## src/rtl/clkmod_pkg.sv

```systemverilog
// Package: shared widths and the modulation register layout.
// Assumes the window length is tied to the 4-bit fine duty field.
package clkmod_pkg;
    localparam int DUTY_W  = 4;               // full duty field width
    localparam int WIN_LEN = 2 ** DUTY_W;     // cycles per modulation window
    localparam int ON_W    = DUTY_W + 1;      // holds 0..WIN_LEN
    localparam int REG_W   = DUTY_W + 1;      // enable bit + duty field

    // Register value: en at bit 4, duty field at bits [3:0]
    typedef struct packed {
        logic              en;
        logic [DUTY_W-1:0] code;
    } modreg_t;
endpackage

```

## src/rtl/clkmod_src_decode.sv

```systemverilog
// Module: turns one modulation register value into an active flag and
// a count of enabled cycles per window. Coarse mode uses bits [3:1]
// as a count of 2-cycle steps; fine mode uses bits [3:0] as 1-cycle steps.
// Assumes: a zero step count is reserved and means "no request".
module clkmod_src_decode
    import clkmod_pkg::*;
(
    input  logic            fine_i,
    input  modreg_t         reg_i,
    output logic            active_o,
    output logic [ON_W-1:0] on_o
);
    logic [DUTY_W-1:0] steps;

    // Scale the duty field to enabled cycles for the selected step size
    always_comb begin
        steps    = fine_i ? reg_i.code : {reg_i.code[DUTY_W-1:1], 1'b0};
        active_o = reg_i.en && (steps != '0);
        on_o     = active_o ? {1'b0, steps} : ON_W'(WIN_LEN);
    end
endmodule

```

## src/rtl/clkmod_window_ctr.sv

```systemverilog
// Module: free-running window position counter shared by all cores.
// Assumes: the window length is a power of two, so the counter wraps by itself.
module clkmod_window_ctr
    import clkmod_pkg::*;
(
    input  logic              clk,
    input  logic              rst_n,
    output logic [DUTY_W-1:0] cnt_o,
    output logic              last_o
);
    // Advance the window position every cycle
    always_ff @(posedge clk) begin
        if (!rst_n) cnt_o <= '0;
        else        cnt_o <= cnt_o + 1'b1;
    end

    // Flag the final cycle of the window
    assign last_o = (cnt_o == {DUTY_W{1'b1}});

    p_wrap_to_zero_r4: assert property (@(posedge clk) disable iff (!rst_n)
        last_o |=> (cnt_o == '0));
endmodule

```

## src/rtl/clkmod_core_gate.sv

```systemverilog
// Module: per-core arbitration and pattern generation. Thermal beats
// legacy, legacy beats the core register, otherwise full enable. The
// winner is latched only on the last window cycle.
// Assumes: TCC_ON_CYCLES is in 1..WIN_LEN.
module clkmod_core_gate
    import clkmod_pkg::*;
#(
    parameter int TCC_ON_CYCLES = 10
) (
    input  logic              clk,
    input  logic              rst_n,
    input  logic              last_i,
    input  logic [DUTY_W-1:0] cnt_i,
    input  logic              tcc_i,
    input  logic              io_act_i,
    input  logic [ON_W-1:0]   io_on_i,
    input  logic              reg_act_i,
    input  logic [ON_W-1:0]   reg_on_i,
    output logic              gate_o
);
    localparam logic [ON_W-1:0] TCC_ON  = ON_W'(TCC_ON_CYCLES);
    localparam logic [ON_W-1:0] FULL_ON = ON_W'(WIN_LEN);

    logic [ON_W-1:0] sel_on;
    logic [ON_W-1:0] on_q;

    // Pick the winning source's cycle count by fixed priority
    always_comb begin
        if (tcc_i)          sel_on = TCC_ON;
        else if (io_act_i)  sel_on = io_on_i;
        else if (reg_act_i) sel_on = reg_on_i;
        else                sel_on = FULL_ON;
    end

    // Load the next window's count only at the window boundary
    always_ff @(posedge clk) begin
        if (!rst_n)      on_q <= FULL_ON;
        else if (last_i) on_q <= sel_on;
    end

    // Enable for the leading on_q cycles of the window
    assign gate_o = ({1'b0, cnt_i} < on_q);

    p_hold_in_window_r9: assert property (@(posedge clk) disable iff (!rst_n)
        !last_i |=> $stable(on_q));
    p_tcc_wins_r7: assert property (@(posedge clk) disable iff (!rst_n)
        (last_i && tcc_i) |=> (on_q == TCC_ON));
    p_io_over_reg_r6: assert property (@(posedge clk) disable iff (!rst_n)
        (last_i && !tcc_i && io_act_i) |=> (on_q == $past(io_on_i)));
    p_idle_full_r5: assert property (@(posedge clk) disable iff (!rst_n)
        (last_i && !tcc_i && !io_act_i && !reg_act_i) |=> (on_q == FULL_ON));
endmodule

```

## src/rtl/clkmod_duty_ctrl.sv

```systemverilog
// Module: top of the clock modulation duty controller. Holds the
// per-core and legacy registers, decodes them, and drives one
// enable per core from a shared window counter.
// Assumes: NUM_CORES >= 2; one register write per port per cycle.
module clkmod_duty_ctrl
    import clkmod_pkg::*;
#(
    parameter int NUM_CORES     = 4,
    parameter int TCC_ON_CYCLES = 10,
    localparam int CORE_W = (NUM_CORES > 1) ? $clog2(NUM_CORES) : 1
) (
    input  logic                 clk,
    input  logic                 rst_n,
    input  logic                 fine_step_i,
    input  logic                 reg_wr_en_i,
    input  logic [CORE_W-1:0]    reg_wr_core_i,
    input  logic [REG_W-1:0]     reg_wr_data_i,
    input  logic                 io_wr_en_i,
    input  logic [REG_W-1:0]     io_wr_data_i,
    input  logic                 tcc_engage_i,
    output logic [NUM_CORES-1:0] gate_en_o
);
    modreg_t           io_reg_q;
    logic              io_act;
    logic [ON_W-1:0]   io_on;
    logic [DUTY_W-1:0] win_cnt;
    logic              win_last;

    // Legacy register shared by all cores
    always_ff @(posedge clk) begin
        if (!rst_n)          io_reg_q <= '0;
        else if (io_wr_en_i) io_reg_q <= modreg_t'(io_wr_data_i);
    end

    clkmod_src_decode u_io_dec (
        .fine_i   (fine_step_i),
        .reg_i    (io_reg_q),
        .active_o (io_act),
        .on_o     (io_on)
    );

    clkmod_window_ctr u_win (
        .clk    (clk),
        .rst_n  (rst_n),
        .cnt_o  (win_cnt),
        .last_o (win_last)
    );

    for (genvar c = 0; c < NUM_CORES; c++) begin : g_core
        modreg_t         core_reg_q;
        logic            reg_act;
        logic [ON_W-1:0] reg_on;

        // Per-core register, written when the index selects this core
        always_ff @(posedge clk) begin
            if (!rst_n)
                core_reg_q <= '0;
            else if (reg_wr_en_i && (reg_wr_core_i == CORE_W'(c)))
                core_reg_q <= modreg_t'(reg_wr_data_i);
        end

        clkmod_src_decode u_dec (
            .fine_i   (fine_step_i),
            .reg_i    (core_reg_q),
            .active_o (reg_act),
            .on_o     (reg_on)
        );

        clkmod_core_gate #(.TCC_ON_CYCLES(TCC_ON_CYCLES)) u_gate (
            .clk       (clk),
            .rst_n     (rst_n),
            .last_i    (win_last),
            .cnt_i     (win_cnt),
            .tcc_i     (tcc_engage_i),
            .io_act_i  (io_act),
            .io_on_i   (io_on),
            .reg_act_i (reg_act),
            .reg_on_i  (reg_on),
            .gate_o    (gate_en_o[c])
        );

        p_no_regate_r4: assert property (@(posedge clk) disable iff (!rst_n)
            (!gate_en_o[c] && !win_last) |=> !gate_en_o[c]);
    end

    p_window_opens_r4: assert property (@(posedge clk) disable iff (!rst_n)
        (win_cnt == '0) |-> (&gate_en_o));
endmodule

```

## config.mk

```make
export PLATFORM = sky130hd
export DESIGN_NAME = clkmod_duty_ctrl
export DESIGN_NICKNAME = d
export VERILOG_FILES = /design/src/rtl/clkmod_pkg.sv /design/src/rtl/clkmod_src_decode.sv /design/src/rtl/clkmod_window_ctr.sv /design/src/rtl/clkmod_core_gate.sv /design/src/rtl/clkmod_duty_ctrl.sv
export SDC_FILE = /design/constraint.sdc
export NUM_CORES = 1
export LEC_CHECK = 0
export BUFFER_PORTS_ARGS = -buffer_cell sky130_fd_sc_hd__buf_2
export CAP_MARGIN = 30
export CORE_MARGIN = 1
export CORE_UTILIZATION = 30
export CTS_BUF_LIST = sky130_fd_sc_hd__clkbuf_4 sky130_fd_sc_hd__clkbuf_8
export DETAILED_ROUTE_END_ITERATION = 8
export GPL_TIMING_DRIVEN = 0
export HOLD_SLACK_MARGIN = 0.15
export PLACE_DENSITY_LB_ADDON = 0.12
export SETUP_SLACK_MARGIN = 0.5
export SLEW_MARGIN = 20
export SYNTH_ARGS = -nofsm -noshare
export SYNTH_HDL_FRONTEND = slang
export SYNTH_SLANG_ARGS = --single-unit
```

## constraint.sdc

```tcl
create_clock -name clk -period 3.5 [get_ports clk]
set_input_delay 0.175 -clock clk [delete_from_list [all_inputs] [get_ports clk]]
set_output_delay 0.175 -clock clk [all_outputs]
set_load 0.02 [all_outputs]
```

# == After elaboration in Yosys (flattened, before gate mapping) ==
# Cells that the tools add are included.
# classes
n_reduce_logical,15
eq_ne,4
add_sub_neg,1
muxes,17
n_lt_le_gt_ge,4
# op_table
op,n
$mux 5,12
$lt 4x5->1,4
$reduce_bool 4->1,5
$logic_and 1x1->1,9
$mux 1,5
$add 4x1->4 const B,1
$eq 2x2->1 const B,2
$eq 4x4->1 const B,1
$eq 2x1->1 const B,1
$logic_not 2->1,1
# totals
inputBits,18
out_inout_bits,4
regBits,49

# == Depth between registers and ports, before layout ==
# Gate-level depths: netlist of run 1.
# depth
depth_word,6
ltp_mapped,6
mapped_depth_nobuf,5

# == By module ==
# A second synthesis of run 1 with hierarchy kept.
# unflattened
cells_unflattened,305
hier_area_um2,2693.8
# modules_own_cells
mod,n_inst,area_each_um2,cells_each,seq_area_each_um2
clkmod_core_gate,4,330.3,42,100.1
clkmod_duty_ctrl,1,944.7,88,500.5
clkmod_src_decode,5,55.1,7,0.0
clkmod_window_ctr,1,152.6,14,80.1

# == Worst setup path before layout of run 1 ==
# Ideal clock, no wire load.
# synth_timing
path_kind,register -> register
from,register u_win.cnt_o[1]
to,register g_core[0].u_gate.on_q[4]
path_stages_with_launch,6
arrival_time_ns,1.357
path_buffers,1
required_ns,3.383
setup_slack_ns,2.025
cell_sequence,dfxtp_1 ha_1 and3_1 clkbuf_1 o211ai_1 nor2b_1
# synth_between
elab_chain_cells,1
# synth_rtl
item,line_no,source
from (decl),clkmod_window_ctr.sv:8,"output logic [DUTY_W-1:0] cnt_o,"
from (signal assigned),clkmod_window_ctr.sv:14,else cnt_o <= cnt_o + 1'b1;
$eq 4x4->1,clkmod_window_ctr.sv:18,assign last_o = (cnt_o == {DUTY_W{1'b1}});
to (signal assigned),clkmod_core_gate.sv:38,else if (last_i) on_q <= sel_on;
to (decl),clkmod_core_gate.sv:25,logic [ON_W-1:0] on_q;
# Every way passes these cells.
# A chain may end at the register's enable or synchronous reset.

# == Final worst setup path of run 1 ==
# layout_timing
from,register u_win.cnt_o[1]
to,register g_core[1].u_gate.on_q[4]
# layout_between
elab_chain_cells,1
# layout_rtl
item,line_no
$eq 4x4->1,clkmod_window_ctr.sv:18
to (signal assigned),clkmod_core_gate.sv:38
to (decl),clkmod_core_gate.sv:25
# Every way passes these cells.

==> results of run 1 <==
==> cells by family after synthesis <==
family,count (synthesis),synth area share
DFF,49,0.421
and+or+nand+nor,80,0.196
adders and majority gates,13,0.0697
AOI/OAI and AO/OA,51,0.149
xor gates and xnor gates,2,0.00751
buffers and inverters,25,0.0499
muxes,25,0.107
==> power groups by stage <==
stage / sequential (mW) / combinational, mW / clock, mW
floorplan: 0.596 / 0.0673 / 0
global placement: 0.602 / 0.0947 / 0
detailed placement: 0.603 / 0.0957 / 0
CTS: 0.589 / 0.100 / 0.358
global route: 0.592 / 0.112 / 0.380
finish: 0.589 / 0.0985 / 0.342
==> critical path: stages (launching register included) <==
cell	delay (ns)
dfxtp_1	0.47
ha_1	0.25
and3_1	0.31
clkbuf_1	0.42
o211ai_1	0.26
nor2b_1	0.19
==> worst max path at each step <==
stage                              startpoint                                     to  cells past startpoint
floorplan           u_win.cnt_o[1]$_SDFF_PN0_  g_core[0].u_gate.on_q[4]$_SDFFE_PN1N_                      5
global placement    u_win.cnt_o[1]$_SDFF_PN0_  g_core[2].u_gate.on_q[4]$_SDFFE_PN1N_                      5
detailed placement  u_win.cnt_o[1]$_SDFF_PN0_  g_core[3].u_gate.on_q[4]$_SDFFE_PN1N_                      5
CTS                 u_win.cnt_o[1]$_SDFF_PN0_  g_core[0].u_gate.on_q[4]$_SDFFE_PN1N_                      5
global route        u_win.cnt_o[1]$_SDFF_PN0_  g_core[1].u_gate.on_q[4]$_SDFFE_PN1N_                      5
finish              u_win.cnt_o[1]$_SDFF_PN0_  g_core[1].u_gate.on_q[4]$_SDFFE_PN1N_                      5
==> metal layers <==
layer | GRT usage | up-vias | share of wire
li1 | - | 925 | -
met1 | 0.206 | 756 | 0.53
met2 | 0.221 | 22 | 0.43
met3 | 0.0254 | 8 | 0.026
met4 | 0.0524 | 0 | 0.020
met5 | 0 | - | 0
==> state kept, by name, indices dropped and copies added (netlist names) <==
name and cells:
u_win.cnt_o 4, io_reg_q 5, g_core.core_reg_q 20, g_core.u_gate.on_q 20
==> cell usage after synthesis, drive strengths merged <==
| master | number | area share |
|---|---|---|
| dfxtp | 49 | 0.42 |
| nor2b | 30 | 0.080 |
| mux2i | 25 | 0.11 |
| ha | 13 | 0.070 |
| o21ai | 13 | 0.030 |
| a31oi | 12 | 0.032 |
| inv | 12 | 0.019 |
| nor2 | 12 | 0.019 |
| nand3 | 11 | 0.028 |
| nand2 | 9 | 0.014 |
| clkbuf | 8 | 0.013 |
| and2 | 5 | 0.013 |
| buf | 5 | 0.018 |
| or3 | 5 | 0.016 |
| a2111oi | 4 | 0.015 |
| a211oi | 4 | 0.013 |
| a21o | 4 | 0.013 |
| a221oi | 4 | 0.015 |
| nand2b | 4 | 0.011 |
| o22ai | 4 | 0.011 |
| a211o | 2 | 0.0080 |
| nand3b | 2 | 0.0064 |
| a21oi | 1 | 0.0021 |
| a311oi | 1 | 0.0038 |
| and3 | 1 | 0.0027 |
| nor3b | 1 | 0.0054 |
| o211ai | 1 | 0.0032 |
| o21a | 1 | 0.0032 |
| xnor2 | 1 | 0.0038 |
| xor2 | 1 | 0.0038 |
==> cell usage in the layout (no fill, tap or decap), types with 2 or more instances in the layout <==
cell type      Yosys  layout
o21ai_0           12      12
nand3_2            2       2
a2111oi_0          4       4
and2_1             4       4
dfxtp_1           49      49
ha_1              13      13
a211oi_1           4       4
nor2b_1           30      30
o22ai_1            4       4
nor2_1            12      12
nand2_1            9       9
or3_1              4       4
nand3b_1           2       2
clkbuf_8           0       6
nand3_1            9       9
mux2i_1           25      25
clkbuf_1           8       8
a31oi_1           12      12
inv_1             12      12
buf_4              4       4
buf_2              0      18
a221oi_1           4       4
nand2b_1           4       4
a21o_1             4       4
dlygate4sd3_1      0       5
==> final cells by class <==
type / instances / share of cell area
Inverter: 12 / 0.0168
Clock buffer: 7 / 0.0335
Tap cell: 99 / 0.0461
Buffer: 13 / 0.0265
Sequential cell: 49 / 0.365
Multi-Input combinational cell: 171 / 0.460
Timing Repair Buffer: 23 / 0.0522
==> through the flow <==
step / total power [mW] / std cells / setup slack (ns) / hold slack [ns]
floorplan: 0.663 / 245 / 2.03 / 0.341
global placement: 0.697 / 362 / 1.47 / 0.435
detailed placement: 0.698 / 362 / 1.49 / 0.442
CTS: 1.05 / 374 / 1.46 / 0.192
global route: 1.08 / 374 / 1.30 / 0.200
finish: 1.03 / 374 / 1.49 / 0.192
==> repair_timing <==
action / 4_1_cts / 5_1_grt
hold buffers: 5 / 0
endpoints found under the hold margin: 5 / 0
endpoints found under the setup margin: 0 / 0
==> results.py, run 1 <==
metrics = {
    "timing": {
        "period_share": 0.574,
        "fin_skew_ns": 0.00418,
        "worstMarginPinSlew_ns": 0.554,
        "maxSlewHeadroom": 0.629,
        "tns_ns": 0,
        "drv_slew": 0,
        "setup_viol": 0,
        "hold_viol_final": 0,
        "fin_crit_ns": 2.01,
        "fmax_mhz": 498,
        "grt_setup_unrepaired": "no",
    },
    "clock_tree": {
        "htreeDepth": 2,
        "cts_setup_buffers": 0,
        "cts.sinks": 49,
        "clk_latency_ns": 0.30,
        "clock_path_buffers": 2,
        "root_buffer": "clkbuf_8",
        "cts_resized": 0,
        "cts_tree": "done",
        "clkTransAtPathRegs_ns": 0.08,
        "cts_buffers": 5,
    },
    "pwr": {
        "p_leak_nw": 1.06,
        "seq_power_share": 0.572,
        "switching_share": 0.236,
        "power_frac_comb": 0.096,
        "power.internal_mw": 0.787,
        "power_density_nw_per_um2": 383,
        "p_sw_mw": 0.243,
        "p_clk_frac": 0.332,
        "max-vdd-ir-drop_v": 0.000177,
    },
    "final_layout": {
        "stdcell_area_um2": 2690,
        "area_growth_pct": 15.2,
        "nets": 306,
        "fillers": 806,
        "final_util": 0.365,
        "ff_latch_area_um2": 981,
        "multiInputGateArea_um2": 1230,
        "num_antenna_cells": 0,
        "drive_gt1_frac": 0.131,
    },
    "critical_path": {
        "criticalPathCategory": "flop to flop",
        "reg2reg_slack_ns": 1.49,
        "reg2reg_to": "g_core[1].u_gate.on_q[4]$_SDFFE_PN1N_",
        "worstPathArrival_ns": 2.20,
        "cp.required_ns": 3.69,
        "worstSetupStartpointType": "flop",
        "reg2regPathDepth": 5,
        "worstReg2RegStart": "u_win.cnt_o[1]$_SDFF_PN0_",
        "worst-path-max-fanout": 10,
        "worstSetupEndpointType": "flop",
    },
    "placement": {
        "dpl_cell_area_um2": 2550,
        "port_buffers": 18,
        "gp_congestion": 0.695,
        "hpwlAfterDp_um": 4170,
    },
    "drt": {
        "routed_via_density": 4.57,
        "drc": 0,
        "initialDrtViolationCount": 48,
        "wl_per_cell_um": 14.6,
        "ant_nets": 0,
        "via_count": 1711,
        "drt_wl_total_um": 5450,
        "dr.pass1.iters": 4,
    },
    "yosys": {
        "synth.avg_cell_area_um2": 9.52,
        "ys_types": 36,
        "yosysSeqAreaShare": 0.421,
        "ys_warn_count": 0,
        "synth_nets": 276,
        "synthCells": 245,
        "syn_area_um2": 2330,
        "ys_ff_latch": 49,
    },
    "hold_path": {
        "worstHoldStart": "reg_wr_data_i[3]",
        "min_path_cells": 3,
        "holdPathEnd": "g_core[3].core_reg_q[3]$_SDFFE_PN0P_",
        "min_path_type": "primary input to flop",
    },
    "floorplanning": {
        "fp.dieArea_um2": 8130,
        "initial_core_util": 0.316,
        "die_h_um": 90.2,
        "pin_count": 22,
        "design.core.area_um2": 7370,
        "die_w_um": 90.2,
        "rows": 31,
    },
    "grt": {
        "grt_pass1_vias": 1708,
        "overflow": 0,
        "grt_pass1_wl_um": 9230,
        "antenna_found_initial": 0,
        "grt.total_usage": 0.146,
        "grt_max_degree": 14,
    },
    "run": {
        "drv_cap": 0,
    },
    "run_status": {
        "status": "complete, no violations",
    },
}
No activity file was read; power rests on OpenSTA's default activity.
==> run 2: changes to the inputs <==
clock period = 1.8 ns   (was 3.5 ns; I/O delays follow)
==> run 2 against run 1 <==
Net effect: first-iteration DRC count increased by 44%; clock-buffer cell count unchanged; register-to-register slack got worse by 1.2 ns; highest routed layer unchanged.
==> results.py, run 2 (same netlist as run 1, synthesis figures left out) <==
metrics = {
    "pwr": {
        "max-vdd-ir-drop_v": 0.000295,
        "power.internal_mw": 1.59,
        "p_leak_nw": 1.21,
        "seq_power_share": 0.545,
        "p_sw_mw": 0.544,
        "power_frac_comb": 0.112,
        "power_density_nw_per_um2": 659,
        "p_clk_frac": 0.343,
        "switching_share": 0.255,
    },
    "placement": {
        "dp_worst_setup_slack_ns": 0.219,
        "dpl_cell_area_um2": 2620,
        "place_inst": 362,
        "hpwlAfterDp_um": 4230,
        "gp_congestion": 0.743,
        "port_buffers": 18,
    },
    "clock_tree": {
        "cts.sinks": 49,
        "clk_latency_ns": 0.30,
        "cts_buffers": 5,
        "htreeDepth": 2,
        "cts_tree": "done",
        "clock_path_buffers": 2,
        "clkTransAtPathRegs_ns": 0.10,
        "root_buffer": "clkbuf_8",
    },
    "critical_path": {
        "worstSetupEndpointType": "output port",
        "cp.required_ns": 1.71,
        "reg2regPathDepth": 5,
        "startpoint": "u_win.cnt_o[1]$_SDFF_PN0_",
        "worst-path-max-fanout": 6,
        "max_stage_delay_ns": 0.40,
        "worstSetupStartpointType": "flop",
        "reg2reg_to": "g_core[1].u_gate.on_q[4]$_SDFFE_PN1N_",
        "cp_cell_sequence": "ha_4, a21o_1, a211oi_1, or3_1, buf_6, buf_6",
        "reg2reg_slack_ns": 0.25,
        "criticalPathCategory": "flop to output port",
        "worstPathArrival_ns": 1.70,
        "crit_top_cell": "buf_6",
        "worstReg2RegStart": "io_reg_q[2]$_SDFFE_PN0P_",
        "cp_slowest_cell": "dfxtp_4",
    },
    "final_layout": {
        "drive_gt1_frac": 0.302,
        "multiInputGateArea_um2": 1530,
        "instances_no_fill": 394,
        "nets": 325,
        "layout_common_cells": "dfxtp_1, nor2b_1, mux2i_1",
        "final_util": 0.439,
        "ff_latch_area_um2": 997,
        "reg_top3": "g_core.core_reg_q x20, g_core.u_gate.on_q x20, io_reg_q x5",
        "area_growth_pct": 38.7,
        "num_antenna_cells": 0,
        "fillers": 741,
        "stdcell_area_um2": 3240,
        "layout_commonest_cell": "dfxtp_1",
    },
    "floorplanning": {
        "pin_count": 22,
        "initial_core_util": 0.316,
        "die_w_um": 90.2,
        "die_h_um": 90.2,
        "design.core.area_um2": 7370,
        "fp.dieArea_um2": 8130,
        "rows": 31,
    },
    "grt": {
        "overflow": 0,
        "antenna_found_initial": 0,
        "grt_pass1_wl_um": 9850,
        "grt_pass1_vias": 1825,
        "grt.total_usage": 0.155,
        "grt_max_degree": 15,
    },
    "timing": {
        "fmax_mhz": 559,
        "fin_crit_ns": 1.79,
        "setup_viol": 0,
        "tns_ns": 0,
        "drv_slew": 0,
        "grt_setup_unrepaired": "yes",
        "hold_viol_final": 0,
        "maxSlewHeadroom": 0.629,
        "period_share": 0.995,
        "fin_ws_ns": 0.00969,
        "worstMarginPinSlew_ns": 0.554,
        "fin_skew_ns": 0.00695,
    },
    "drt": {
        "drc": 0,
        "wl_per_cell_um": 15.2,
        "ant_nets": 0,
        "drt_wl_total_um": 5970,
        "dr.pass1.iters": 4,
        "initialDrtViolationCount": 69,
        "routed_via_density": 4.75,
        "via_count": 1873,
    },
    "run": {
        "drv_cap": 0,
    },
    "hold_path": {
        "min_path_type": "primary input to flop",
        "holdPathEnd": "g_core[0].u_gate.on_q[2]$_SDFFE_PN0N_",
        "worstHoldStart": "tcc_engage_i",
        "min_path_cells": 4,
    },
    "run_status": {
        "status": "complete, no violations",
    },
}
==> run 2: cell types whose count changed in the layout (fill, tap and decap cells not counted), sizes merged <==
cell	delta
buf	+14
clkinv	+1
dlygate4sd3	+5
==> run 2: critical path: cells and delay by family, from the launching register on <==
kind / cells / cell delay, ns
and+or+nand+nor: 1 / 0.32
DFF: 1 / 0.40
AOI/OAI and AO/OA: 2 / 0.18
buffers and inverters: 2 / 0.24
adders and majority gates: 1 / 0.27
==> run 2: through the flow <==
step	power, mW	hold WS, ns
finish	2.13	0.223
global route	2.24	0.220
CTS	2.15	0.204
detailed placement	1.37	0.353
global placement	1.36	0.349
floorplan	1.30	0.256
==> run 2: worst max-delay path by stage <==
| stage | to | cells past startpoint |
|---|---|---|
| global route | gate_en_o[1] | 6 |
| global placement | g_core[2].u_gate.on_q[3]$_SDFFE_PN0N_ | 4 |
| finish | gate_en_o[2] | 6 |
| floorplan | g_core[0].u_gate.on_q[4]$_SDFFE_PN1N_ | 4 |
| CTS | gate_en_o[1] | 6 |
| detailed placement | g_core[1].u_gate.on_q[3]$_SDFFE_PN0N_ | 4 |
==> run 2: power groups by stage <==
| stage | Clock [mW] | Sequential, mW | Combinational (mW) |
|---|---|---|---|
| finish | 0.731 | 1.16 | 0.239 |
| global route | 0.803 | 1.17 | 0.268 |
| CTS | 0.751 | 1.16 | 0.237 |
| detailed placement | 0 | 1.18 | 0.191 |
| global placement | 0 | 1.18 | 0.189 |
| floorplan | 0 | 1.16 | 0.136 |
==> run 2: layout make-up <==
type                            instances  area share
Buffer                                 13      0.0309
Clock buffer                            7      0.0298
Clock inverter                          1     0.00155
Inverter                               12      0.0139
Multi-Input combinational cell        171       0.472
Sequential cell                        49       0.308
Tap cell                               99      0.0383
Timing Repair Buffer                   42       0.105
==> run 2: metal layers <==
layer	track usage	routed length, um
met2	0.251	2700
met5	0	0
met4	0.0403	63
met1	0.212	3100
met3	0.0279	100
==> run 2: timing repair <==
action | 4_1_cts | 5_1_grt
gates resized for setup | 55 | 8
endpoints found under the hold margin | 25 | 0
hold buffers | 10 | 0
setup endpoints to repair | 24 | 24
setup buffers | 13 | 1
pin swaps | 16 | 0
